$ cat src/rtl/uart_irq_pkg.sv
package uart_irq_pkg;

    localparam int NSRC = 5;

    // Cause index doubles as priority rank: lower index is more urgent.
    localparam int SRC_LS   = 0;
    localparam int SRC_RXD  = 1;
    localparam int SRC_TMO  = 2;
    localparam int SRC_THRE = 3;
    localparam int SRC_MS   = 4;

    typedef enum logic [2:0] {
        ID_MS   = 3'b000,
        ID_THRE = 3'b001,
        ID_RXD  = 3'b010,
        ID_LS   = 3'b011,
        ID_TMO  = 3'b110
    } irq_id_e;

    typedef struct packed {
        logic    fifo_hi;
        logic    fifo_lo;
        logic [1:0] rsvd;
        irq_id_e id;
        logic    idle;     // active-low pending indicator
    } iir_t;

    localparam iir_t IIR_RESET = '{fifo_hi: 1'b0, fifo_lo: 1'b0, rsvd: 2'b00,
                                   id: ID_MS, idle: 1'b1};

    function automatic irq_id_e src_code(input int idx);
        case (idx)
            SRC_LS:   return ID_LS;
            SRC_RXD:  return ID_RXD;
            SRC_TMO:  return ID_TMO;
            SRC_THRE: return ID_THRE;
            default:  return ID_MS;
        endcase
    endfunction

endpackage

$ cat src/rtl/irq_src_flags.sv
module irq_src_flags
    import uart_irq_pkg::*;
#(
    parameter int N = NSRC
) (
    input  logic         clk,
    input  logic         rst,
    input  logic         hold,
    input  logic [N-1:0] set_ev,
    input  logic [N-1:0] clr,
    output logic [N-1:0] pend,
    output logic [N-1:0] pend_nxt
);

    logic [N-1:0] cap;

    for (genvar i = 0; i < N; i++) begin : g_src
        if (i == SRC_RXD) begin : g_level
            // Level-following cause: tracks the FIFO threshold flag.
            always_comb pend_nxt[i] = hold ? pend[i] : (set_ev[i] & ~clr[i]);
            always_ff @(posedge clk) begin
                if (rst) begin
                    pend[i] <= 1'b0;
                    cap[i]  <= 1'b0;
                end else begin
                    pend[i] <= pend_nxt[i];
                    cap[i]  <= 1'b0;
                end
            end
        end else begin : g_event
            always_comb begin
                if (hold) pend_nxt[i] = pend[i];
                else      pend_nxt[i] = (pend[i] & ~clr[i]) | set_ev[i] | cap[i];
            end
            always_ff @(posedge clk) begin
                if (rst) begin
                    pend[i] <= 1'b0;
                    cap[i]  <= 1'b0;
                end else if (hold) begin
                    cap[i]  <= cap[i] | set_ev[i];
                end else begin
                    pend[i] <= pend_nxt[i];
                    cap[i]  <= 1'b0;
                end
            end
        end
    end

endmodule

$ cat src/rtl/irq_prio_enc.sv
module irq_prio_enc
    import uart_irq_pkg::*;
#(
    parameter int N = NSRC
) (
    input  logic [N-1:0] act,
    output logic         any,
    output irq_id_e      id
);

    always_comb begin
        any = 1'b0;
        id  = ID_MS;
        for (int i = N - 1; i >= 0; i--) begin
            if (act[i]) begin
                any = 1'b1;
                id  = src_code(i);
            end
        end
    end

endmodule

$ cat src/rtl/irq_id_reg.sv
module irq_id_reg
    import uart_irq_pkg::*;
(
    input  logic    clk,
    input  logic    rst,
    input  logic    hold,
    input  logic    fifo_mode,
    input  logic    nxt_any,
    input  irq_id_e nxt_id,
    output iir_t    iir,
    output logic    irq,
    output logic    acc_end
);

    logic hold_q;

    always_ff @(posedge clk) begin
        if (rst) begin
            iir    <= IIR_RESET;
            irq    <= 1'b0;
            hold_q <= 1'b0;
        end else begin
            hold_q <= hold;
            if (!hold) begin
                iir.fifo_hi <= fifo_mode;
                iir.fifo_lo <= fifo_mode;
                iir.rsvd    <= 2'b00;
                iir.id      <= nxt_any ? nxt_id : ID_MS;
                iir.idle    <= ~nxt_any;
                irq         <= nxt_any;
            end
        end
    end

    assign acc_end = hold_q & ~hold;

endmodule

$ cat src/rtl/uart_irq_id.sv
module uart_irq_id
    import uart_irq_pkg::*;
(
    input  logic       clk,
    input  logic       rst,
    input  logic       fifo_mode,
    input  logic [4:0] src_en,
    input  logic       ls_evt,
    input  logic       ls_rd,
    input  logic       rx_at_trig,
    input  logic       tmo_evt,
    input  logic       rxf_rd,
    input  logic       thre_evt,
    input  logic       thr_wr,
    input  logic       ms_evt,
    input  logic       msr_rd,
    input  logic       iir_rd,
    output logic [7:0] iir_q,
    output logic       irq
);

    logic [NSRC-1:0] set_ev, clr, pend, pend_nxt;
    logic            nxt_any, acc_end, thre_ack;
    irq_id_e         nxt_id;
    iir_t            iir;

    // Transmit-empty is acknowledged by an access only if it was reported.
    assign thre_ack = acc_end & ~iir.idle & (iir.id == ID_THRE);

    always_comb begin
        set_ev           = '0;
        set_ev[SRC_LS]   = ls_evt;
        set_ev[SRC_RXD]  = rx_at_trig;
        set_ev[SRC_TMO]  = tmo_evt;
        set_ev[SRC_THRE] = thre_evt;
        set_ev[SRC_MS]   = ms_evt;
        clr              = '0;
        clr[SRC_LS]      = ls_rd;
        clr[SRC_TMO]     = rxf_rd;
        clr[SRC_THRE]    = thr_wr | thre_ack;
        clr[SRC_MS]      = msr_rd;
    end

    irq_src_flags #(.N(NSRC)) u_flags (
        .clk      (clk),
        .rst      (rst),
        .hold     (iir_rd),
        .set_ev   (set_ev),
        .clr      (clr),
        .pend     (pend),
        .pend_nxt (pend_nxt)
    );

    irq_prio_enc #(.N(NSRC)) u_enc (
        .act (pend_nxt & src_en),
        .any (nxt_any),
        .id  (nxt_id)
    );

    irq_id_reg u_idreg (
        .clk       (clk),
        .rst       (rst),
        .hold      (iir_rd),
        .fifo_mode (fifo_mode),
        .nxt_any   (nxt_any),
        .nxt_id    (nxt_id),
        .iir       (iir),
        .irq       (irq),
        .acc_end   (acc_end)
    );

    assign iir_q = iir;

endmodule

$ cat config.mk
export PLATFORM = sky130hd
export DESIGN_NAME = uart_irq_id
export DESIGN_NICKNAME = d
export VERILOG_FILES = /design/src/rtl/uart_irq_pkg.sv /design/src/rtl/irq_src_flags.sv /design/src/rtl/irq_prio_enc.sv /design/src/rtl/irq_id_reg.sv /design/src/rtl/uart_irq_id.sv
export SDC_FILE = /design/constraint.sdc
export NUM_CORES = 1
export LEC_CHECK = 0
export CAP_MARGIN = 15
export CELL_PAD_IN_SITES_DETAIL_PLACEMENT = 1
export CELL_PAD_IN_SITES_GLOBAL_PLACEMENT = 1
export CORE_UTILIZATION = 29
export CTS_CLUSTER_DIAMETER = 50
export DETAILED_ROUTE_END_ITERATION = 7
export PLACE_DENSITY = 0.73
export SLEW_MARGIN = 20
export SYNTH_ARGS = -nofsm -noshare
export SYNTH_HDL_FRONTEND = slang
export SYNTH_SLANG_ARGS = --single-unit
$ cat constraint.sdc
create_clock -name clk -period 1.71 [get_ports clk]
set_input_delay 0.4275 -clock clk [delete_from_list [all_inputs] [get_ports clk]]
set_output_delay 0.4275 -clock clk [all_outputs]
set_load 0.05 [all_outputs]
==> flow_summary.toml <==
[placement]
gp_congestion = 0.762
postPlaceCellArea_um2 = 1030
hpwl_um = 1550
place_inst = 139
io_buffer_count = 24

[setup_path]
critical_path_class = "in -> reg"
start_kind = "input pin"
required_ns = 1.94
critPathMaxFanout = 6
slowest_stage = "clkdlybuf4s50_1"
cp_slowest_stage_delay_ns = 0.52
crit_chain = "clkdlybuf4s50_1, buf_4, mux2i_2, o211ai_1, o21a_1, nor3_2"
cp.arrival_ns = 1.90
r2r_cells = 6
end_kind = "register"
timing.reg2reg.setup_slack_ns = 0.32

[cts]
clockRootBuffer = "clkbuf_4"
clk_latency_ns = 0.30
cts_sinks = 16
cts_tree = "built"
clock_path_buffers = 2
h-tree-depth = 1
holdBufCountCts = 0
cts_buffers = 3
clkSlewWorstSetupHoldPaths_ns = 0.11

[power]
max-vdd-ir-drop_v = 0.000453
p_per_area_nw_per_um2 = 839
p_leak_nw = 0.474

[logic_synthesis]
yosys_warnings = 0
synthesis.area_um2 = 673
yosysSeqAreaShare = 0.476
postSynthAreaPerCell_um2 = 9.10
synth-seq-cells = 16
synth_cell_types = 31
synthArstFlopShare = 0
ys.flop_type = "dfxtp_1"
netlist_instances = 74
synth_edf_count = 0

[grt]
grt.total_usage = 0.174
grt_pass1_wl_um = 3110
overflow = 0
grt_max_degree = 10
grt_pass1_vias = 689
antenna_found_initial = 0

[die]
die_x_um = 50.2
start_util = 0.307
core_um2 = 2190
io_pins = 27
dieArea_um2 = 2520
dieHeight_um = 50.2
num_rows = 17

[layout]
final_nets = 135
finalNonFillerCells = 144
layout-drive-gt1-share = 0.328
layout.cells.most_common_list = "25 x buf_4, 17 x clkdlybuf4s50_1, 16 x nor2_1, 16 x dfxtp_1, 5 x inv_1"
diodes = 0
finalInstanceArea_um2 = 1080
layout_commonest_cell = "buf_4"
area_delta_synth_final_pct = 60.2

[routing]
finalWirelength_um = 1950
via_per_inst = 4.78
drc = 0
drtPass1Iterations = 4
ant_nets = 0
detail_route.wl_per_cell_um = 13.5
vias = 688
drt_iter0_markers = 8

[timing]
setup_viol = 0
final.min_clock_period_ns = 1.67
finClkSkew_ns = 0.0135
hold_violations = 0
final_max_slew_viol_count = 0
rsz0062_at_grt = "no"
post-route-period-util = 0.979
fmax_ghz = 0.597

[outcome]
outcome = "finished clean"

[hold_path]
worstHoldPathType = "reg -> reg"
hold_depth = 2

[job]
drv_cap = 0
==> where the power goes <==
group	switching, W	total, W	internal, W
registers	0.0000127	0.000410	0.000397
clock network	0.000132	0.000262	0.000130
logic	0.000120	0.000234	0.000113
==> state kept, by name, indices dropped and copies added (netlist names) <==
| register | cells |
|---|---|
| u_flags.pend | 5 |
| u_idreg.irq | 1 |
| u_flags.cap | 4 |
| u_idreg.iir | 5 |
| u_idreg.hold_q | 1 |
==> layout make-up <==
cell class                 count  area (um^2)
clock buffer                   4         36.3
sequential                    16          320
timing repair buffer          42          358
multi-input combinational     48          307
inverter                       6         22.5
tap                           28         35.0
fill                         278         1110
==> cell families (layout without fill, tap and decap cells) <==
family | Yosys count | after routing | synth area share
simple gates | 25 | 25 | 0.177
compound gates | 19 | 19 | 0.232
flops | 16 | 16 | 0.476
buf+inv | 11 | 52 | 0.0799
mux | 2 | 2 | 0.0297
other cells | 1 | 2 | 0.00557
==> worst max-delay path, delay by kind of cell <==
kind            cells  cell delay [ns]
buf+inv             2             0.69
compound gates      2             0.36
mux                 1             0.28
simple gates        1             0.14
==> routing by layer <==
metal	part of all wire	up-vias	global-route usage	wire (um)
met3	0.069	6	0.0667	135
met2	0.49	28	0.313	962
met4	0.024	0	0.0667	47
met5	0	-	0	0
li1	-	332	-	-
met1	0.41	322	0.178	805
==> worst paths after layout <==
check / startpoint / end
worst max-delay path: iir_rd / u_idreg.iir[1]$_SDFFE_PP0N_
worst min-delay path: u_flags.cap[4]$_SDFF_PP0_ / u_flags.cap[4]$_SDFF_PP0_
worst min register to register: u_flags.cap[4]$_SDFF_PP0_ / u_flags.cap[4]$_SDFF_PP0_
worst max register to register: u_idreg.iir[3]$_SDFFE_PP0N_ / u_idreg.iir[1]$_SDFFE_PP0N_
==> what timing repair did <==
action | CTS | global route
resized for setup | 0 | 2
endpoints found under the setup margin | 1 | 1
pin swaps | 1 | 0
buffers inserted | 1 | 0
==> through the flow <==
stage / setup slack [ns] / hold WS (ns) / total power, W / setup TNS (ns) / util
3_5_place_dp: -0.290 / 0.459 / 0.000646 / -0.962 / 0.471
6_report: 0.0353 / 0.478 / 0.000905 / 0 / 0.492
4_1_cts: 0.0137 / 0.486 / 0.000918 / 0 / 0.491
2_1_floorplan: 0.107 / 0.419 / 0.000536 / 0 / -
3_3_place_gp: -0.244 / 0.435 / 0.000640 / -0.754 / 0.471
5_1_grt: 0.00338 / 0.508 / 0.000947 / 0 / 0.492
==> Yosys cell counts (all sizes together) (2+ instances only) <==
master,number,share of area
nor2,17,0.099
dfxtp,16,0.48
buf,4,0.041
o21ba,2,0.030
inv,6,0.033
mux2i,2,0.030
o21ai,3,0.022
nor3,2,0.022
nand2b,3,0.028
a21oi,4,0.035
a221oi,2,0.035
(Power assumes the default switching activity.)
